===== config.mk =====
export PLATFORM = sky130hd
export DESIGN_NAME = turbo_term_enc
export DESIGN_NICKNAME = d
export VERILOG_FILES = /design/src/rtl/turbo_term_enc.sv
export SDC_FILE = /design/constraint.sdc
export NUM_CORES = 1
export LEC_CHECK = 0
export CORE_ASPECT_RATIO = 1.4
export CORE_UTILIZATION = 28
export CTS_CLUSTER_DIAMETER = 80
export DETAILED_ROUTE_END_ITERATION = 6
export DONT_BUFFER_PORTS = 1
export GPL_TIMING_DRIVEN = 0
export HOLD_SLACK_MARGIN = 0.06
export SYNTH_ARGS = -nofsm -noshare
export SYNTH_HDL_FRONTEND = slang
export SYNTH_SLANG_ARGS = --single-unit

===== constraint.sdc =====
create_clock -name clk -period 2.58 [get_ports clk]
set_clock_uncertainty 0.15 [all_clocks]
set_input_delay 0.387 -clock clk [delete_from_list [all_inputs] [get_ports clk]]
set_output_delay 0.387 -clock clk [all_outputs]
set_load 0.005 [all_outputs]

===== src/rtl/turbo_term_enc.sv =====
module turbo_term_enc #(
  parameter int N  = 40,
  parameter int F1 = 3,
  parameter int F2 = 10
) (
  input  logic       clk,
  input  logic       rst_n,
  input  logic       in_valid,
  input  logic       in_bit,
  input  logic       in_first,
  output logic       in_ready,
  output logic       out_valid,
  output logic [1:0] out_phase,
  output logic       out_sys,
  output logic       out_p1,
  output logic       out_p2
);
  localparam int AW = $clog2(N);
  localparam logic [AW-1:0] LAST  = AW'(N - 1);
  localparam logic [AW-1:0] G0    = AW'((F1 + F2) % N);
  localparam logic [AW-1:0] GSTEP = AW'((2 * F2) % N);
  localparam logic [AW:0]   NW    = (AW+1)'(N);

  typedef enum logic [1:0] {LOAD, DATA, TAIL1, TAIL2} st_t;

  st_t           st;
  logic [N-1:0]  blk;
  logic [AW-1:0] cnt, pi, gi;
  logic [1:0]    tc;
  logic [2:0]    st1, st2;

  logic u1, u2, a1, a2, p1, p2;
  logic [AW:0] psum, gsum;

  assign in_ready = (st == LOAD);

  assign u1 = (st == DATA) ? blk[cnt] : (st1[1] ^ st1[2]);
  assign u2 = (st == DATA) ? blk[pi]  : (st2[1] ^ st2[2]);
  assign a1 = u1 ^ st1[1] ^ st1[2];
  assign a2 = u2 ^ st2[1] ^ st2[2];
  assign p1 = a1 ^ st1[0] ^ st1[2];
  assign p2 = a2 ^ st2[0] ^ st2[2];

  assign psum = {1'b0, pi} + {1'b0, gi};
  assign gsum = {1'b0, gi} + {1'b0, GSTEP};

  always_ff @(posedge clk or negedge rst_n) begin
    if (!rst_n) begin
      st        <= LOAD;
      blk       <= '0;
      cnt       <= '0;
      pi        <= '0;
      gi        <= '0;
      tc        <= '0;
      st1       <= '0;
      st2       <= '0;
      out_valid <= 1'b0;
      out_phase <= 2'd0;
      out_sys   <= 1'b0;
      out_p1    <= 1'b0;
      out_p2    <= 1'b0;
    end else begin
      out_valid <= 1'b0;
      case (st)
        LOAD: if (in_valid) begin
          if (in_first) begin
            blk[0] <= in_bit;
            cnt    <= AW'(1);
          end else if (cnt != '0) begin
            blk[cnt] <= in_bit;
            if (cnt == LAST) begin
              st  <= DATA;
              cnt <= '0;
              pi  <= '0;
              gi  <= G0;
              st1 <= '0;
              st2 <= '0;
            end else begin
              cnt <= cnt + 1'b1;
            end
          end
        end
        DATA: begin
          out_valid <= 1'b1;
          out_phase <= 2'd0;
          out_sys   <= u1;
          out_p1    <= p1;
          out_p2    <= p2;
          st1       <= {st1[1:0], a1};
          st2       <= {st2[1:0], a2};
          pi        <= (psum >= NW) ? AW'(psum - NW) : AW'(psum);
          gi        <= (gsum >= NW) ? AW'(gsum - NW) : AW'(gsum);
          cnt       <= cnt + 1'b1;
          if (cnt == LAST) begin
            st <= TAIL1;
            tc <= '0;
          end
        end
        TAIL1: begin
          out_valid <= 1'b1;
          out_phase <= 2'd1;
          out_sys   <= u1;
          out_p1    <= p1;
          out_p2    <= 1'b0;
          st1       <= {st1[1:0], a1};
          tc        <= tc + 1'b1;
          if (tc == 2'd2) begin
            st <= TAIL2;
            tc <= '0;
          end
        end
        default: begin
          out_valid <= 1'b1;
          out_phase <= 2'd2;
          out_sys   <= u2;
          out_p1    <= 1'b0;
          out_p2    <= p2;
          st2       <= {st2[1:0], a2};
          tc        <= tc + 1'b1;
          if (tc == 2'd2) begin
            st  <= LOAD;
            cnt <= '0;
            tc  <= '0;
          end
        end
      endcase
    end
  end
endmodule


# Word-level counts from Yosys, hierarchy flattened

Cells that the tools add are included.

Bits in registers: 74
Logic and storage cells: 116

Add/sub/neg operators: 6
$lt $le $gt $ge: 5
Equality and inequality tests: 11
Mux-type cells: 51
Bitwise operators: 13
Reductions and logical operators: 16

Operators by type and width:

| operator              | count |
|---|---|
| $mux W6               | 15 |
| $bwmux W40            | 1 |
| $pmux W6 S2           | 2 |
| $mux W2               | 9 |
| $pmux W6 S3           | 1 |
| $reduce_and A5 Y1     | 3 |
| $ge A7 B6 Y1 const B  | 2 |
| $lt A6 B7 Y1 const B  | 2 |
| $bmux W1 S6           | 2 |
| $mux W3               | 4 |
| $pmux W2 S3           | 2 |
| $pmux W3 S2           | 2 |
| $sub A6 B6 Y6 const B | 2 |
| $xor A1 B1 Y1         | 10 |
| $mux W1               | 8 |
| $reduce_and A4 Y1     | 2 |
| $add A6 B5 Y7 const B | 1 |
| $add A6 B6 Y7         | 1 |
| $reduce_and A7 Y1     | 1 |
| $add A6 B1 Y6 const B | 1 |
| $demux W1 S6          | 1 |
| $eq A6 B6 Y1 const B  | 1 |
| $ge A6 B1 Y1 const B  | 1 |
| $ne A2 B1 Y1 const B  | 3 |
| other kinds (16)      | 25 |

# Longest topological paths before layout

Depth in word-level cells: 8
Depth in mapped cells: 11

# Worst setup path before layout

No wires, ideal clock.

Path type: flip-flop to flip-flop
Start: register pi[0]
End: register pi[4]
Library setup time: 126 ps
Arrival: 2412 ps
Path slack: -108 ps
Cell stages (with the launch flop): 11
Buffers on the path: 0
Cells stage by stage: dfrtp_1 ha_1 ha_1 a21o_1 a21oi_1 xnor2_1 ha_1 a21bo_2 a21boi_0 nor3_1 a221o_1

Word-level cells in the longest chain between the ends: 4
Elaborated cells on any way between the ends: 5
Classes of those cells: add/sub (2); order compare (1); mux (2)

Ends and longest elaborated chain:

| item                                          | line | text |
|---|---|---|
| start, declared                               | 28   | `logic [AW-1:0] cnt, pi, gi;` |
| start signal, assigned                        | 91   | `pi <= (psum >= NW) ? AW'(psum - NW) : AW'(psum);` |
| $add A6 B6 Y7 *                               | 44   | `assign psum = {1'b0, pi} + {1'b0, gi};` |
| $sub A6 B6 Y6 or $ge A7 B6 Y1 (tied branches) | 91   |  |
| $mux W6 *                                     | 91   |  |
| $pmux W6 S2 *                                 | 64   | `case (st)` |

Every way passes the cells marked *; elsewhere a longest branch is shown, timed or not.
A chain may end at the register's enable or synchronous reset.

# Final worst setup path

Ends and elaborated chain as after synthesis.

==> summary.md <==
| Metric | Value |
|---|---|
| Count of inserted antenna diode cells | 0 |
| #FFs+latches synth | 73 |
| Met3 wire len | ~320 um |
| H-tree levels | 3 |
| Placed Instances | slightly above 600 |
| FF-to-FF setup slack | -0.15 ns |
| Proportion of layout cells with a drive suffix above 1 | between 20% and 30% |
| Number of cells on the worst hold path | 3 |
| Fmax | between 300 and 400 MHz |
| Number of buffers and inverters on the critical path | 1 |
| Sequential Power Share | 36.9% |
| Cell class contributing the biggest share of worst-path delay | compound AO/OA/AOI/OAI gates |
| First-pass GRT wire length | between 15 and 20 mm |
| CTS Sinks | 73 |
| Boundary Pins | 12 |
| Warnings from Yosys | 0 |
| Leakage power summed over all cells | approximately 2.3 nW |
| Met2 wire length | between 6 and 7 mm |
| TritonCTS buffer count | 9 |
| Placement Setup Slack | -0.542 ns |
| Violated checks | negative setup slack |
| Status | finished with violations |
| Root Buffer Master | sky130_fd_sc_hd__clkbuf_16 |
| Most frequent standard cell in the layout excluding fill and tap cells | sky130_fd_sc_hd__dfrtp_1 |
| Internal power component | roughly 2.5 mW |
| Type of the worst setup path | flop to flop |
| Antenna violations before repair | 0 |
| Post-synth EDFFs | 0 |
| Clk pin slew, worst setup/hold paths | about 0.06 ns |
| Setup total negative slack | -0.371 ns |
| Wire length reported by the detailed router | between 10 and 15 mm |
| Total net switching power | approximately 1.1 mW |
| Detailed Place HPWL | 7.94 mm |
| Std-Cell Core Area | ~0.016 mm2 |
| Hold crit path type | input pin to flop |
| Clock latency on the worst-skew pair | 0.34 ns |
| Total Power Consumption | about 3.5 mW |
| Final standard cell utilization of the core | between 30% and 40% |
| Number of vias in the routed layout | ~3500 |
| Share of flip-flops with an asynchronous set or reset | 100% |
| Critical Path Most Common Cell | sky130_fd_sc_hd__ha_2 |
| Post-Place Cell Area | 0.00470 mm2 |
| Top layer reached by signal wires | met4 |
| Top FF cell, synth | sky130_fd_sc_hd__dfrtp_1 |
| Max-slew violation total from the final report | 0 |
| Drt pass-1 iters | 4 |
| Endpoint of the lowest-slack register-to-register path | pi[4] |
| Critical path's slowest cell | sky130_fd_sc_hd__dfrtp_2 |
| Effective utilization at floorplan | 28.7% |
| Final setup slack of the worst path | -0.146 ns |
| Gr ovfl total | 0 |
| Most frequent cells in the layout | sky130_fd_sc_hd__dfrtp_1 (70), sky130_fd_sc_hd__nand2_1 (56), sky130_fd_sc_hd__mux2_2 (46) |
| Number of library cell types mapped by synthesis | just under 50 |
| Reg2Reg Launch Point | pi[0] |
| Port Buffer Count | 0 |
| Clk pwr share | approximately two fifths |
| Final setup violation count | 4 |
| Crit path max fanout | 4 |
| Post-Synthesis Cells | 424 |
| Wire length on met1 | approximately 4.4 mm |
| Share of synthesized area occupied by flip-flops and latches | about two fifths |
| Element type at the critical path start | flop |
| Worst rel slew slack | between 30% and 40% |
| CTS tree | built |
| Worst setup path end | pi[4] |
| Arr. time, crit path | 2.79 ns |
| Post-detailed-route DRC marker count | 0 |
| Floorplan die width | between 100 and 150 um |
| Total nets after synthesis | roughly 450 |
| Source of the critical timing path | pi[0] |
| Largest net degree at the start of global routing | 74 |
| Slew of the pin with the lowest slew margin | ~0.92 ns |
| Reported max-cap violation count | 0 |
| Area added between synthesis and finish | 19.6% |
| Final instance area | about 0.0053 mm2 |
| Via count of the first global-routing pass | 3517 |
| Cell area power density | between 600 and 700 mW/mm2 |
| Fillers | about 1500 |
| GRT Resource Usage Total | roughly 15% |
| Setup repair after global routing missed its margin | true |
| Worst IR Drop VDD | approximately 590 uV |
| Longest Clk Path Bufs | 2 |
| Die Height | 151 um |
| Final weighted congestion in routability-driven placement | between 0.8 and 0.9 |
| Tmin final | between 2 and 3 ns |
| Antenna viol nets, final | 0 |
| Final period util | 106% |
| Depth of the worst register-to-register path | 11 |
| Via density | 5.34 |
| Row Count | 54 |
| Synthesized area divided by synthesized cell count | between 10 and 15 um2 |
| Netlist area before placement | 0.00445 mm2 |
| Sw Ratio | between 30% and 40% |
| WP data required | 2.65 ns |
| Post-detailed-route wirelength per cell | ~18 um |
| Number of non-filler instances in the completed layout | 646 |
| Part of the power in combinational logic | about a quarter |
| Die area | roughly 0.016 mm2 |
| Violation count after the first detailed-route iteration | 147 |
| Critical Path Max Stage Delay | 0.45 ns |
| Total number of nets in the final design | around 470 |
| Worst path depth | 11 |
| Fin Hold WS | between 0.2 and 0.3 ns |
| Final hold violations | 0 |
| Critical path endpoint category | flop |
| Cells traversed along the worst timing path | buf_4, ha_4, ha_2, a21o_1, a21oi_2, xnor2_2, ha_2, a21bo_4, a21boi_4, nor3_2, a221o_1 |
[flip-flops by register name, summed over array words and instances, names as in the netlist, 2 cells and up]
signal	cells
pi	6
blk	40
st	2
out_phase	2
st1	3
st2	3
gi	5
cnt	6
tc	2
[cell type report]
class                      count  area, um2  area share (%)
buffer                        18        111            2.09
clock buffer                  11        253            4.74
clock inverter                 5       77.6            1.46
inverter                      17       66.3            1.24
multi-input combinational    316       2650            49.7
sequential                    73       1830            34.4
tap                          196        245            4.60
timing repair buffer          10       97.6            1.83
[worst register-to-register path, stage by stage (launching register included)]
cell	delay (ns)
sky130_fd_sc_hd__dfrtp_2	0.45
sky130_fd_sc_hd__buf_4	0.16
sky130_fd_sc_hd__ha_4	0.15
sky130_fd_sc_hd__ha_2	0.17
sky130_fd_sc_hd__a21o_1	0.18
sky130_fd_sc_hd__a21oi_2	0.21
sky130_fd_sc_hd__xnor2_2	0.16
sky130_fd_sc_hd__ha_2	0.21
sky130_fd_sc_hd__a21bo_4	0.23
sky130_fd_sc_hd__a21boi_4	0.21
sky130_fd_sc_hd__nor3_2	0.05
sky130_fd_sc_hd__a221o_1	0.27
[cells by family after synthesis]
kind of cell               count (synthesis)  share of synthesized area, %
DFF                                       73                          41.0
adders and majority gates                 17                          4.78
xor gates and xnor gates                  13                          2.56
AOI/OAI and AO/OA                         74                          10.7
and+or+nand+nor                          135                          14.3
buffers and inverters                     35                          3.23
muxes                                     77                          23.4
[power groups by stage]
stage	logic [mW]	clock network, mW	registers, mW
finish	0.843	1.37	1.30
global route	0.905	1.44	1.31
CTS	0.806	1.39	1.29
detailed placement	0.720	0	1.31
global placement	0.716	0	1.31
floorplan	0.522	0	1.28
[repair_timing]
item | CTS | global route
setup endpoints to repair | 42 | 33
hold buffers | 2 | 0
pin swaps | 8 | 5
resized for setup | 31 | 20
buffers inserted | 8 | 0
hold endpoints to repair | 73 | 0
[cell usage after synthesis, types with 10 or more instances]
cell	n	area (um2)
sky130_fd_sc_hd__mux4_2	12	270
sky130_fd_sc_hd__a21oi_1	15	75.1
sky130_fd_sc_hd__nor2_1	19	71.3
sky130_fd_sc_hd__o21ai_0	20	100
sky130_fd_sc_hd__clkbuf_1	11	41.3
sky130_fd_sc_hd__dfrtp_1	73	1830
sky130_fd_sc_hd__xnor2_1	10	87.6
sky130_fd_sc_hd__ha_1	17	213
sky130_fd_sc_hd__inv_1	15	56.3
sky130_fd_sc_hd__mux2_2	46	518
sky130_fd_sc_hd__nor3_1	13	65.1
sky130_fd_sc_hd__nand3_1	12	60.1
sky130_fd_sc_hd__nand2_1	57	214
sky130_fd_sc_hd__mux2i_1	15	150
[how the worst min path moves through the flow]
stage	from	end	slack [ns]
3_5_place_dp	rst_n	blk[13]	-0.06
3_3_place_gp	rst_n	blk[12]	-0.06
6_report	in_first	cnt[0]	0.25
4_1_cts	in_first	cnt[0]	0.23
5_1_grt	in_valid	blk[0]	0.26
2_1_floorplan	rst_n	blk[0]	-0.06
[routing by layer]
metal	up-vias	global-route usage [%]
li1	1597	-
met3	26	2.11
met4	0	9.26
met1	1746	15.9
met5	-	0
met2	83	26.2
(Power assumes the default switching activity.)
